--- src/rtl/uart_loop_pkg.sv ---
package uart_loop_pkg;
  typedef enum logic [1:0] {
    RX_IDLE  = 2'd0,
    RX_START = 2'd1,
    RX_DATA  = 2'd2,
    RX_STOP  = 2'd3
  } rx_state_e;

  typedef enum logic [1:0] {
    ROUTE_PINS     = 2'd0,
    ROUTE_INTERNAL = 2'd1,
    ROUTE_WIRE     = 2'd2
  } route_e;

  function automatic route_e decode_route(input logic loop_en, input logic src_pin);
    if (!loop_en)    return ROUTE_PINS;
    else if (src_pin) return ROUTE_WIRE;
    else             return ROUTE_INTERNAL;
  endfunction
endpackage

--- src/rtl/uart_baud_gen.sv ---
module uart_baud_gen #(
  parameter int DIV_W = 13
) (
  input  logic             clk,
  input  logic             rst,
  input  logic [DIV_W-1:0] div,
  output logic             tick
);
  logic [DIV_W-1:0] cnt;
  logic [DIV_W-1:0] div_q;

  always_ff @(posedge clk) begin
    div_q <= div;
    if (rst || (div != div_q)) begin
      cnt  <= '0;
      tick <= 1'b0;
    end else if (div == '0) begin
      cnt  <= '0;
      tick <= 1'b0;
    end else if (cnt == div - DIV_W'(1)) begin
      cnt  <= '0;
      tick <= 1'b1;
    end else begin
      cnt  <= cnt + DIV_W'(1);
      tick <= 1'b0;
    end
  end
endmodule

--- src/rtl/uart_tx_core.sv ---
module uart_tx_core #(
  parameter int OVS    = 16,
  parameter int DATA_W = 9
) (
  input  logic              clk,
  input  logic              rst,
  input  logic              tick,
  input  logic              len9,
  input  logic [DATA_W-1:0] data,
  input  logic              valid,
  output logic              ready,
  output logic              line,
  output logic              busy
);
  localparam int SUB_W   = $clog2(OVS);
  localparam int FRAME_W = DATA_W + 2;
  localparam int CNT_W   = $clog2(FRAME_W + 1);

  logic [FRAME_W-1:0] sh;
  logic [SUB_W-1:0]   sub;
  logic [CNT_W-1:0]   left;
  logic               busy_q;

  assign ready = ~busy_q;
  assign busy  = busy_q;
  assign line  = sh[0];

  always_ff @(posedge clk) begin
    if (rst) begin
      sh     <= '1;
      sub    <= '0;
      left   <= '0;
      busy_q <= 1'b0;
    end else if (!busy_q) begin
      if (valid) begin
        if (len9) begin
          sh   <= {1'b1, data, 1'b0};
          left <= CNT_W'(FRAME_W);
        end else begin
          sh   <= {2'b11, data[DATA_W-2:0], 1'b0};
          left <= CNT_W'(FRAME_W - 1);
        end
        sub    <= '0;
        busy_q <= 1'b1;
      end
    end else if (tick) begin
      if (sub == SUB_W'(OVS - 1)) begin
        sub  <= '0;
        sh   <= {1'b1, sh[FRAME_W-1:1]};
        left <= left - CNT_W'(1);
        if (left == CNT_W'(1)) busy_q <= 1'b0;
      end else begin
        sub <= sub + SUB_W'(1);
      end
    end
  end
endmodule

--- src/rtl/uart_rx_core.sv ---
module uart_rx_core
  import uart_loop_pkg::*;
#(
  parameter int OVS    = 16,
  parameter int DATA_W = 9
) (
  input  logic              clk,
  input  logic              rst,
  input  logic              tick,
  input  logic              len9,
  input  logic              serial,
  output logic [DATA_W-1:0] data,
  output logic              valid,
  output logic              ferr
);
  localparam int SUB_W = $clog2(OVS);
  localparam int BIT_W = $clog2(DATA_W + 1);
  localparam int HALF  = OVS / 2;

  logic              s1, s2;
  rx_state_e         st;
  logic [SUB_W-1:0]  sub;
  logic [BIT_W-1:0]  bits;
  logic [DATA_W-1:0] shreg;
  logic              len_q;
  logic [BIT_W-1:0]  last_bit;

  assign last_bit = len_q ? BIT_W'(DATA_W - 1) : BIT_W'(DATA_W - 2);

  always_ff @(posedge clk) begin
    if (rst) begin
      s1 <= 1'b1;
      s2 <= 1'b1;
    end else begin
      s1 <= serial;
      s2 <= s1;
    end
  end

  always_ff @(posedge clk) begin
    if (rst) begin
      st    <= RX_IDLE;
      sub   <= '0;
      bits  <= '0;
      shreg <= '0;
      len_q <= 1'b0;
      data  <= '0;
      valid <= 1'b0;
      ferr  <= 1'b0;
    end else begin
      valid <= 1'b0;
      case (st)
        RX_IDLE: begin
          if (tick && !s2) begin
            st    <= RX_START;
            sub   <= '0;
            len_q <= len9;
          end
        end
        RX_START: begin
          if (tick) begin
            if (sub == SUB_W'(HALF - 1)) begin
              sub  <= '0;
              bits <= '0;
              st   <= s2 ? RX_IDLE : RX_DATA;
            end else begin
              sub <= sub + SUB_W'(1);
            end
          end
        end
        RX_DATA: begin
          if (tick) begin
            if (sub == SUB_W'(OVS - 1)) begin
              sub   <= '0;
              shreg <= {s2, shreg[DATA_W-1:1]};
              bits  <= bits + BIT_W'(1);
              if (bits == last_bit) st <= RX_STOP;
            end else begin
              sub <= sub + SUB_W'(1);
            end
          end
        end
        RX_STOP: begin
          if (tick) begin
            if (sub == SUB_W'(OVS - 1)) begin
              sub   <= '0;
              valid <= 1'b1;
              ferr  <= ~s2;
              data  <= len_q ? shreg : {1'b0, shreg[DATA_W-1:1]};
              st    <= RX_IDLE;
            end else begin
              sub <= sub + SUB_W'(1);
            end
          end
        end
        default: st <= RX_IDLE;
      endcase
    end
  end
endmodule

--- src/rtl/uart_loop_top.sv ---
module uart_loop_top
  import uart_loop_pkg::*;
#(
  parameter int DIV_W  = 13,
  parameter int OVS    = 16,
  parameter int DATA_W = 9
) (
  input  logic              clk,
  input  logic              rst,
  input  logic [DIV_W-1:0]  baud_div,
  input  logic              loop_en,
  input  logic              loop_src_pin,
  input  logic              len9,
  input  logic [DATA_W-1:0] tx_data,
  input  logic              tx_valid,
  output logic              tx_ready,
  output logic [DATA_W-1:0] rx_data,
  output logic              rx_valid,
  output logic              rx_frame_err,
  output logic              txd_out,
  output logic              txd_oe,
  input  logic              txd_in,
  input  logic              rxd_in
);
  logic   tick;
  logic   tx_line;
  logic   tx_busy;
  logic   rx_serial;
  route_e route;

  assign route = decode_route(loop_en, loop_src_pin);

  uart_baud_gen #(.DIV_W(DIV_W)) baud_i (
    .clk  (clk),
    .rst  (rst),
    .div  (baud_div),
    .tick (tick)
  );

  uart_tx_core #(.OVS(OVS), .DATA_W(DATA_W)) tx_i (
    .clk   (clk),
    .rst   (rst),
    .tick  (tick),
    .len9  (len9),
    .data  (tx_data),
    .valid (tx_valid),
    .ready (tx_ready),
    .line  (tx_line),
    .busy  (tx_busy)
  );

  always_comb begin
    case (route)
      ROUTE_INTERNAL: rx_serial = tx_line;
      ROUTE_WIRE:     rx_serial = txd_in;
      default:        rx_serial = rxd_in;
    endcase
  end

  assign txd_out = tx_line;
  assign txd_oe  = (route == ROUTE_WIRE) ? tx_busy : 1'b1;

  uart_rx_core #(.OVS(OVS), .DATA_W(DATA_W)) rx_i (
    .clk    (clk),
    .rst    (rst),
    .tick   (tick),
    .len9   (len9),
    .serial (rx_serial),
    .data   (rx_data),
    .valid  (rx_valid),
    .ferr   (rx_frame_err)
  );
endmodule

--- config.mk ---
export PLATFORM = sky130hd
export DESIGN_NAME = uart_loop_top
export DESIGN_NICKNAME = d
export VERILOG_FILES = /design/src/rtl/uart_loop_pkg.sv /design/src/rtl/uart_baud_gen.sv /design/src/rtl/uart_tx_core.sv /design/src/rtl/uart_rx_core.sv /design/src/rtl/uart_loop_top.sv
export SDC_FILE = /design/constraint.sdc
export NUM_CORES = 1
export LEC_CHECK = 0
export BUFFER_PORTS_ARGS = -buffer_cell sky130_fd_sc_hd__buf_2
export CORE_MARGIN = 2
export CORE_UTILIZATION = 40
export CTS_CLUSTER_DIAMETER = 30
export DETAILED_ROUTE_END_ITERATION = 6
export GPL_ROUTABILITY_DRIVEN = 0
export PLACE_DENSITY = 0.65
export SLEW_MARGIN = 30
export SYNTH_ARGS = -nofsm -noshare
export SYNTH_HDL_FRONTEND = slang
export SYNTH_SLANG_ARGS = --single-unit
--- constraint.sdc ---
create_clock -name clk -period 3.8 [get_ports clk]
set_input_delay 0.57 -clock clk [delete_from_list [all_inputs] [get_ports clk]]
set_output_delay 0.57 -clock clk [all_outputs]
set_load 0.01 [all_outputs]
# After elaboration in Yosys (flattened, before gate mapping)
# Cells that the tools add are included.
# totals
regBits,80
latch_bits,0
ram_bits,0
romBits,0
n_memories,0
# classes
n_addsub,6
mul,0
div,0
magnitude_cmp,0
eq_ne,23
shifts,0
muxes,48
bitwise_logic,4
n_reduce_logical,19
# op_table
op,n
two-way mux 4 bit,18
two-way mux 11 bit,4
two-way mux 2 bit,11
adder 13 x 1 -> 13 bit (second input constant),1
equality test 13 bit,1
zero test 13 bit,1
!= test 13 bit,1
subtractor 13 x 1 -> 13 bit (second input constant),1
adder 4 x 1 -> 4 bit (second input constant),3
!= test 2 x 1 -> 1 bit (second input constant),6
one-hot mux 4 bit (3 select lines),1
AND reduction 3 bit,4
two-way mux 10 bit,1
!= test 2 bit (second input constant),5
two-way mux 1 bit,9
two-way mux 9 bit,1
equality test 4 bit (second input constant),2
one-hot mux 2 bit (4 select lines),1
one-hot mux 4 bit (2 select lines),1
AND reduction 8 bit,1
equality test 2 bit (second input constant),3
OR reduction 3 bit,2
AND reduction 5 bit,1
equality test 2 x 1 -> 1 bit (second input constant),2
other kinds (13),19

# Logic depth before layout (Yosys ltp)
# Gate-level depths: netlist of the first run.
# logic_depth
depth_word,6
mapped_depth,10

# By module
# Synthesis of the first run repeated with hierarchy kept, for this count alone.
# unflattened
cells_unflattened,449
hier_area_um2,4195.3
# by_module_without_submodules
mod,n_inst,cells_each,area_per_inst_um2
uart_baud_gen,1,174,1577.8
uart_rx_core,1,161,1541.5
uart_tx_core,1,110,1049.8
uart_loop_top,1,4,26.3

# Worst setup path before layout of the first run
# No wires, ideal clock.
# synth_path
kind,input-to-reg
startpoint,in baud_div[3]
endpoint,reg baud_i.cnt[10]
setup_time_ps,133
arrival_time_ps,2499
slack_ps,1168
stages,8
path_buffers,2
path_cell_list,clkbuf_1 -> or4_4 -> or3_1 -> a2111oi_2 -> o2111ai_1 -> a211oi_2 -> buf_6 -> a21oi_1
# synth_via
elab_chain_cells,3
# synth_rtl
item,line_no,source
"start, declared",uart_loop_top.sv:10,"input logic [DIV_W-1:0] baud_div,"
subtractor 13 x 1 -> 13 bit / != test 13 bit (equally long branches),"uart_baud_gen.sv:20, uart_baud_gen.sv:14",
equality test 13 bit / logical OR 1 bit (equally long branches),"uart_baud_gen.sv:20, uart_baud_gen.sv:14",
OR reduction 3 bit (no source line) *,n/a,
"end signal, assigned",uart_baud_gen.sv:24,cnt <= cnt + DIV_W'(1);
"end, declared",uart_baud_gen.sv:9,logic [DIV_W-1:0] cnt;
# Every way passes the cells marked *; elsewhere a longest branch is shown, timed or not.
# A chain may end at the register's enable or synchronous reset.

# Worst setup path in the final report of the first run
# layout_path
startpoint,in baud_div[0]
endpoint,reg baud_i.tick
# layout_via
elab_chain_cells,3
# layout_rtl
item,line_no,source
subtractor 13 x 1 -> 13 bit / != test 13 bit (equally long branches),"uart_baud_gen.sv:20, uart_baud_gen.sv:14",
equality test 13 bit / logical OR 1 bit (equally long branches),"uart_baud_gen.sv:20, uart_baud_gen.sv:14",
two-way mux 1 bit / OR reduction 2 bit (equally long branches),n/a,
"end signal, assigned",uart_baud_gen.sv:19,tick <= 1'b0;
"end signal, assigned",uart_baud_gen.sv:22,tick <= 1'b1;
"end signal, assigned",uart_baud_gen.sv:25,tick <= 1'b0;
"end, declared",uart_baud_gen.sv:7,output logic tick
# Several ways; a longest one is shown, not always the timed one.

==> impl_metrics.toml, run 1 <==
[outcome]
status = "complete, no violations"

[yosys]
synth-xor-area-share = 0.09481
synthAdderAreaFrac = 0.02257
ys_seq_area_frac = 0.4076
synth-compound-area-share = 0.1403
syn-instance-count = 449
synth_cell_types = 46
synth_top_family_by_area = "simple AND/OR/NAND/NOR gates"
synth_largest_area_cell = "dfxtp_1"
synth-edff-count = 0
ys_top_cells_by_area = "dfxtp_1 (41%), mux2i_1 (7.5%), xnor2_1 (4.7%)"
async_flop_share = 0
synth_seq_cells = 79
yosys_warnings = 0
yosys.area_share.simple = 0.2212
syn_area_sq_um = 3880
syn-num-nets = 486
synthMuxAreaShare = 0.07772
synth_top_area_share = 0.4076
synthFlopType = "dfxtp_1"
postSynthAreaPerCell_sq_um = 8.641

[routing]
drc = 0
drtPass1Iterations = 4
wl_microns = 7996
drtIter0Drc = 184
ant_nets = 0
vias = 3212
via_per_inst = 5.214
wl_per_cell_microns = 12.98

[sta]
fmax_mhz = 392.3
hold_viol = 0
finalCritPeriodShare = 0.6709
slew_headroom = 0.4820
post-route-min-period_ps = 2549
setup_viol = 0
fin_skew_ps = 11.27
worst_pin_slew_ps = 774.1
grt_setup_unrepaired = "false"
tns_ps = 0
drv_slew = 0

[critical_path]
crit_family = "simple AND/OR/NAND/NOR gates"
cpPeakStageDelay_ps = 530
startpoint_type = "input port"
required_ps = 4090
critPathKind = "input port to flip-flop"
cp_cell_sequence = "buf_2, inv_1, ha_1, nor3b_2, and3_1, a211oi_1, a22oi_1, o311a_1, and3_1"
critPathCaptureType = "flip-flop"
critPathLaunch = "baud_div[0]"
worstPathArrival_ps = 2840
critPathSlowestCell = "nor3b_2"
path_max_fanout = 14
worst-path-buf-inv = 2
reg2reg_from = "baud_i.tick$_SDFF_PP0_"
cp_common_cell = "and3_1"

[final_layout]
num_antenna_cells = 0
final_layout_size_suffix_gt1_frac = 0.1540
fillerInstances = 901
final_nets = 519
area_growth_pct = 13.80
multi_input_area_sq_um = 2162
seqCellArea_sq_um = 1582

[floorplan]
die_h_microns = 102.5
core_area_sq_um = 9328
num_io_pins = 44
dieArea_sq_um = 10500
start_util = 0.4160
row_count = 35
die_w_microns = 102.5

[hold_path]
hp-class = "input port to flip-flop"
holdCritStartpoint = "baud_div[11]"

[power_and_ir_drop]
peakVddDrop_uv = 249.5
pwr_density_cell_nw_per_um2 = 384.5
p_leak_nw = 1.645
power_w = 0.001698

[clock_network]
cts.repair.resized = 0
cts_tree = "done"
cts_setup_buffers = 0
clk_pin_slew_ps = 80
cts.sinks = 79
htree_levels = 3
clock-root-buffer = "clkbuf_8"
holdBufCountCts = 0
clk_latency_ps = 350
clk_path_buf_depth = 2
cts_buffers = 9

[grt]
grt_max_degree = 52
track_usage = 0.1585
grt_overflow = 0
grt_pass1_vias = 2915
antenna_found_initial = 0
grt_pass1_wl_microns = 13290

[placed_design]
io_buffers = 43
dp_hpwl_microns = 5544

[run]
cap_viol_max_count = 0
registers in the layout (all words and copies together), names as in the netlist, 4 cells and up, named ones only:
name	flops
tx_i.left	4
rx_i.shreg	9
rx_i.data	9
tx_i.sh	10
rx_i.bits	4
baud_i.cnt	13
tx_i.sub	4
baud_i.div_q	13
rx_i.sub	4
where the power goes:
group / internal [W] / total [W] / switching [W]
sequential: 0.000845 / 0.000854 / 0.00000937
clock: 0.000409 / 0.000715 / 0.000306
combinational: 0.0000531 / 0.000129 / 0.0000758
total: 0.00131 / 0.00170 / 0.000391
path summary, 6_finish.rpt:
kind / end / slack [ps] / cells after the start
max: baud_i.tick$_SDFF_PP0_ / 1250 / 9
min: baud_i.div_q[11]$_DFF_P_ / 380 / 1
max reg2reg: rx_i.bits[2]$_SDFFE_PP0P_ / 1580 / 6
min reg2reg: rx_i.s2$_SDFF_PP1_ / 430 / 1
kinds of logic after synthesis:
kind of cell,after synthesis
multiplexers,30
adder cells (fa/ha/maj),7
flip-flops,79
buffers and inverters,33
AO/OA/AOI/OAI,87
XOR/XNOR,42
AND/OR/NAND/NOR,171
cell type report:
type,instances,share of cell area
sequential,79,0.3582
tap,129,0.03655
multi-input combinational,337,0.4897
clock buffer,12,0.03514
clock inverter,4,0.01729
inverter,7,0.005951
timing repair buffer,48,0.05724
cells in the final DEF (no fill, tap or decap), types with 2 or more instances in the layout:
cell type  instances
xor2_1            21
dfxtp_1           79
nand2b_1          10
clkbuf_8          11
o21ai_0           24
nor2_1            43
o21a_1             2
bufinv_16          2
or3b_2             2
a31oi_1            2
nor4b_1            3
or3_1              4
a22oi_1            2
nor3b_1            2
a21boi_0           2
xnor2_1           21
mux2i_1           29
a21oi_1           29
nor2b_1            3
o21bai_1           3
nand3_1           12
inv_1              7
or2_2              3
or4_1              3
nand2_1           41
buf_2             43
nor3_1            15
a211oi_1          13
nor4_1             9
and3_1            10
nand4_1            6
buf_4              5
ha_1               7
a32oi_1            2
through the flow:
| step | util | hold slack (ps) | cell area [sq um] | setup WS [ps] | instances |
|---|---|---|---|---|---|
| 4_1_cts | 0.4734 | 361.6 | 4415 | 1290 | 616 |
| 3_3_place_gp | 0.4483 | 394.5 | 4182 | 980.7 | 600 |
| 5_1_grt | 0.4734 | 359.2 | 4415 | 1049 | 616 |
| 6_report | 0.4734 | 378.2 | 4415 | 1251 | 616 |
| 2_1_floorplan | - | 389.5 | 3880 | 1168 | 449 |
| 3_5_place_dp | 0.4486 | 413.6 | 4184 | 925.1 | 600 |
layer usage:
| layer | vias to the layer above | global-route usage | wire [microns] |
|---|---|---|---|
| met3 | 21 | 0.05153 | 400 |
| met2 | 84 | 0.2564 | 3535 |
| li1 | 1649 | - | - |
| met1 | 1458 | 0.2019 | 3920 |
| met4 | 0 | 0.04821 | 140 |
| met5 | - | 0 | 0 |
synth_stat cells (10+ instances only):
cell type   n
mux2i_1    29
o21ai_0    24
nand2_1    41
xnor2_1    21
a211oi_1   13
dfxtp_1    79
nand3_1    12
nand2b_1   10
and3_1     10
nor2_1     44
nor3_1     15
clkbuf_1   22
xor2_1     21
a21oi_1    29
Power figures use the tool's default switching activity.
==> run 2: changes to the inputs <==
==> constraint.sdc (replaced) <==
create_clock -name clk -period 2.5 [get_ports clk]
set_input_delay 0.375 -clock clk [delete_from_list [all_inputs] [get_ports clk]]
set_output_delay 0.375 -clock clk [all_outputs]
set_load 0.01 [all_outputs]
==> run 2 against run 1 <==
Flip-flop and latch count unchanged. Cell area increased by 2.6%. Global-route usage increased by 0.14 points. Count of clock-buffer cells in the layout decreased by 1. Via count increased by 2.7%. Clock power increased by 52%. Final cell count increased by 2.4%.
==> impl_metrics.toml, run 2 (synthesis results as in run 1) <==
[outcome]
status = "complete, no violations"

[final_layout]
finalInstanceArea_sq_um = 4529
fillerInstances = 919
area_growth_pct = 16.74
final_layout_size_suffix_gt1_frac = 0.1756
layout_common_cells = "dfxtp_1 (79), nor2_1 (44), buf_2 (43), nand2_1 (41)"
final_common_cell = "dfxtp_1"
reg_top3 = "baud_i.cnt: 13 flops, baud_i.div_q: 13 flops, tx_i.sh: 10 flops"
final_nets = 533

[clock_network]
clk_path_buf_depth = 2
holdBufCountCts = 0
cts_setup_buffers = 0
htree_levels = 3
clk_pin_slew_ps = 90
cts.repair.resized = 0
cts_buffers = 9
clk_latency_ps = 350
cts.sinks = 79
clock-root-buffer = "clkbuf_8"
cts_tree = "done"

[critical_path]
crit_family = "simple AND/OR/NAND/NOR gates"
required_ps = 2790
cpPeakStageDelay_ps = 460
startpoint_type = "input port"
critPathKind = "input port to flip-flop"
critPathSlowestCell = "or3b_2"
worstPathArrival_ps = 2510
cp_cell_sequence = "buf_2, buf_4, inv_1, ha_1, or3b_2, nor4b_1, a211oi_1, a22oi_1, o311a_1, buf_12, and3_1"
critPathCaptureType = "flip-flop"
path_max_fanout = 14
worst-path-buf-inv = 4

[placed_design]
io_buffers = 43
dpl-instance-area_sq_um = 4299
dp_hpwl_microns = 5807

[floorplan]
core_area_sq_um = 9328
die_h_microns = 102.5
die_w_microns = 102.5
num_io_pins = 44
row_count = 35
dieArea_sq_um = 10500
start_util = 0.4160

[run]
cap_viol_max_count = 0

[routing]
ant_nets = 0
drc = 0
drtIter0Drc = 183
wl_microns = 8200
via_per_inst = 5.227
drtPass1Iterations = 6
wl_per_cell_microns = 13.00
vias = 3298

[sta]
hold_viol = 0
fin_skew_ps = 16.85
tns_ps = 0
finalCritPeriodShare = 0.8900
post-route-min-period_ps = 2225
drv_slew = 0
setup_viol = 0
worst_pin_slew_ps = 623.6
slew_headroom = 0.5837
fmax_mhz = 449.4
grt_setup_unrepaired = "false"

[grt]
grt_pass1_wl_microns = 13440
grt_overflow = 0
grt_pass1_vias = 3034
track_usage = 0.1599
use_met1 = 0.2035
met3_usage = 0.04000
antenna_found_initial = 1
grt_max_degree = 52
top_usage_layer = "met2"
grtUsageMet2 = 0.2634

[hold_path]
hp-class = "input port to flip-flop"

[power_and_ir_drop]
peakVddDrop_uv = 340.2
pwr_density_cell_nw_per_um2 = 572.0
p_leak_nw = 1.722
[run 2: cell types whose count changed in the layout (fill, tap and decap cells not counted)]
cell	previous run	this run
buf_12	0	1
buf_4	5	18
nor2_1	43	44
clkinvlp_4	1	0
inv_6	1	3
diode_2	0	1
clkbuf_8	11	10
nor2_2	1	0
[run 2: worst register-to-register path, stage by stage, from the launching register on]
cell and delay [ps]:
dfxtp_1 430, xnor2_1 110, or3_1 370, a2111oi_2 360, o2111ai_1 170, a211oi_2 200
buf_4 180, and3_1 160
[run 2: per-layer routing]
layer | up-vias | part of all wire
met1 | 1533 | 0.48
li1 | 1684 | -
met4 | 0 | 0.0076
met3 | 6 | 0.043
met5 | - | 0
met2 | 75 | 0.47
[run 2: final timing paths]
path / startpoint / endpoint / slack, ps / cells past startpoint
worst max-delay path: baud_div[0] / baud_i.tick$_SDFF_PP0_ / 280 / 11
worst min-delay path: baud_div[11] / baud_i.div_q[11]$_DFF_P_ / 190 / 1
worst max register to register: baud_i.cnt[5]$_SDFF_PP0_ / baud_i.tick$_SDFF_PP0_ / 470 / 7
worst min register to register: rx_i.s1$_SDFF_PP1_ / rx_i.s2$_SDFF_PP1_ / 420 / 1
[run 2: cell type report]
| cell class | instances | area (sq um) | area share |
|---|---|---|---|
| Tap cell | 129 | 161.4 | 0.03564 |
| Sequential cell | 79 | 1582 | 0.3492 |
| Antenna cell | 1 | 2.502 | 0.0005525 |
| Clock buffer | 11 | 141.4 | 0.03122 |
| Multi-Input combinational cell | 337 | 2160 | 0.4768 |
| Timing Repair Buffer | 62 | 370.4 | 0.08177 |
| Inverter | 7 | 26.28 | 0.005801 |
| Clock inverter | 5 | 86.33 | 0.01906 |
[run 2: power by group]
| part | total (W) | switching (W) | internal (W) |
|---|---|---|---|
| logic | 0.000202 | 0.000112 | 0.0000900 |
| registers | 0.00130 | 0.0000172 | 0.00128 |
| clock network | 0.00109 | 0.000486 | 0.000602 |
| total | 0.00259 | 0.000615 | 0.00198 |
[run 2: through the flow]
step | power (W) | cells | utilization | hold slack [ps] | worst slack, ps
2_1_floorplan | 0.001456 | 449 | - | 389.5 | 63.34
3_3_place_gp | 0.001526 | 614 | 0.4609 | 393.8 | 32.72
3_5_place_dp | 0.001532 | 614 | 0.4609 | 404.6 | 3.041
4_1_cts | 0.002624 | 630 | 0.4853 | 175.5 | 367.8
5_1_grt | 0.002703 | 631 | 0.4856 | 173.1 | 230.7
6_report | 0.002591 | 631 | 0.4856 | 193.0 | 275.0
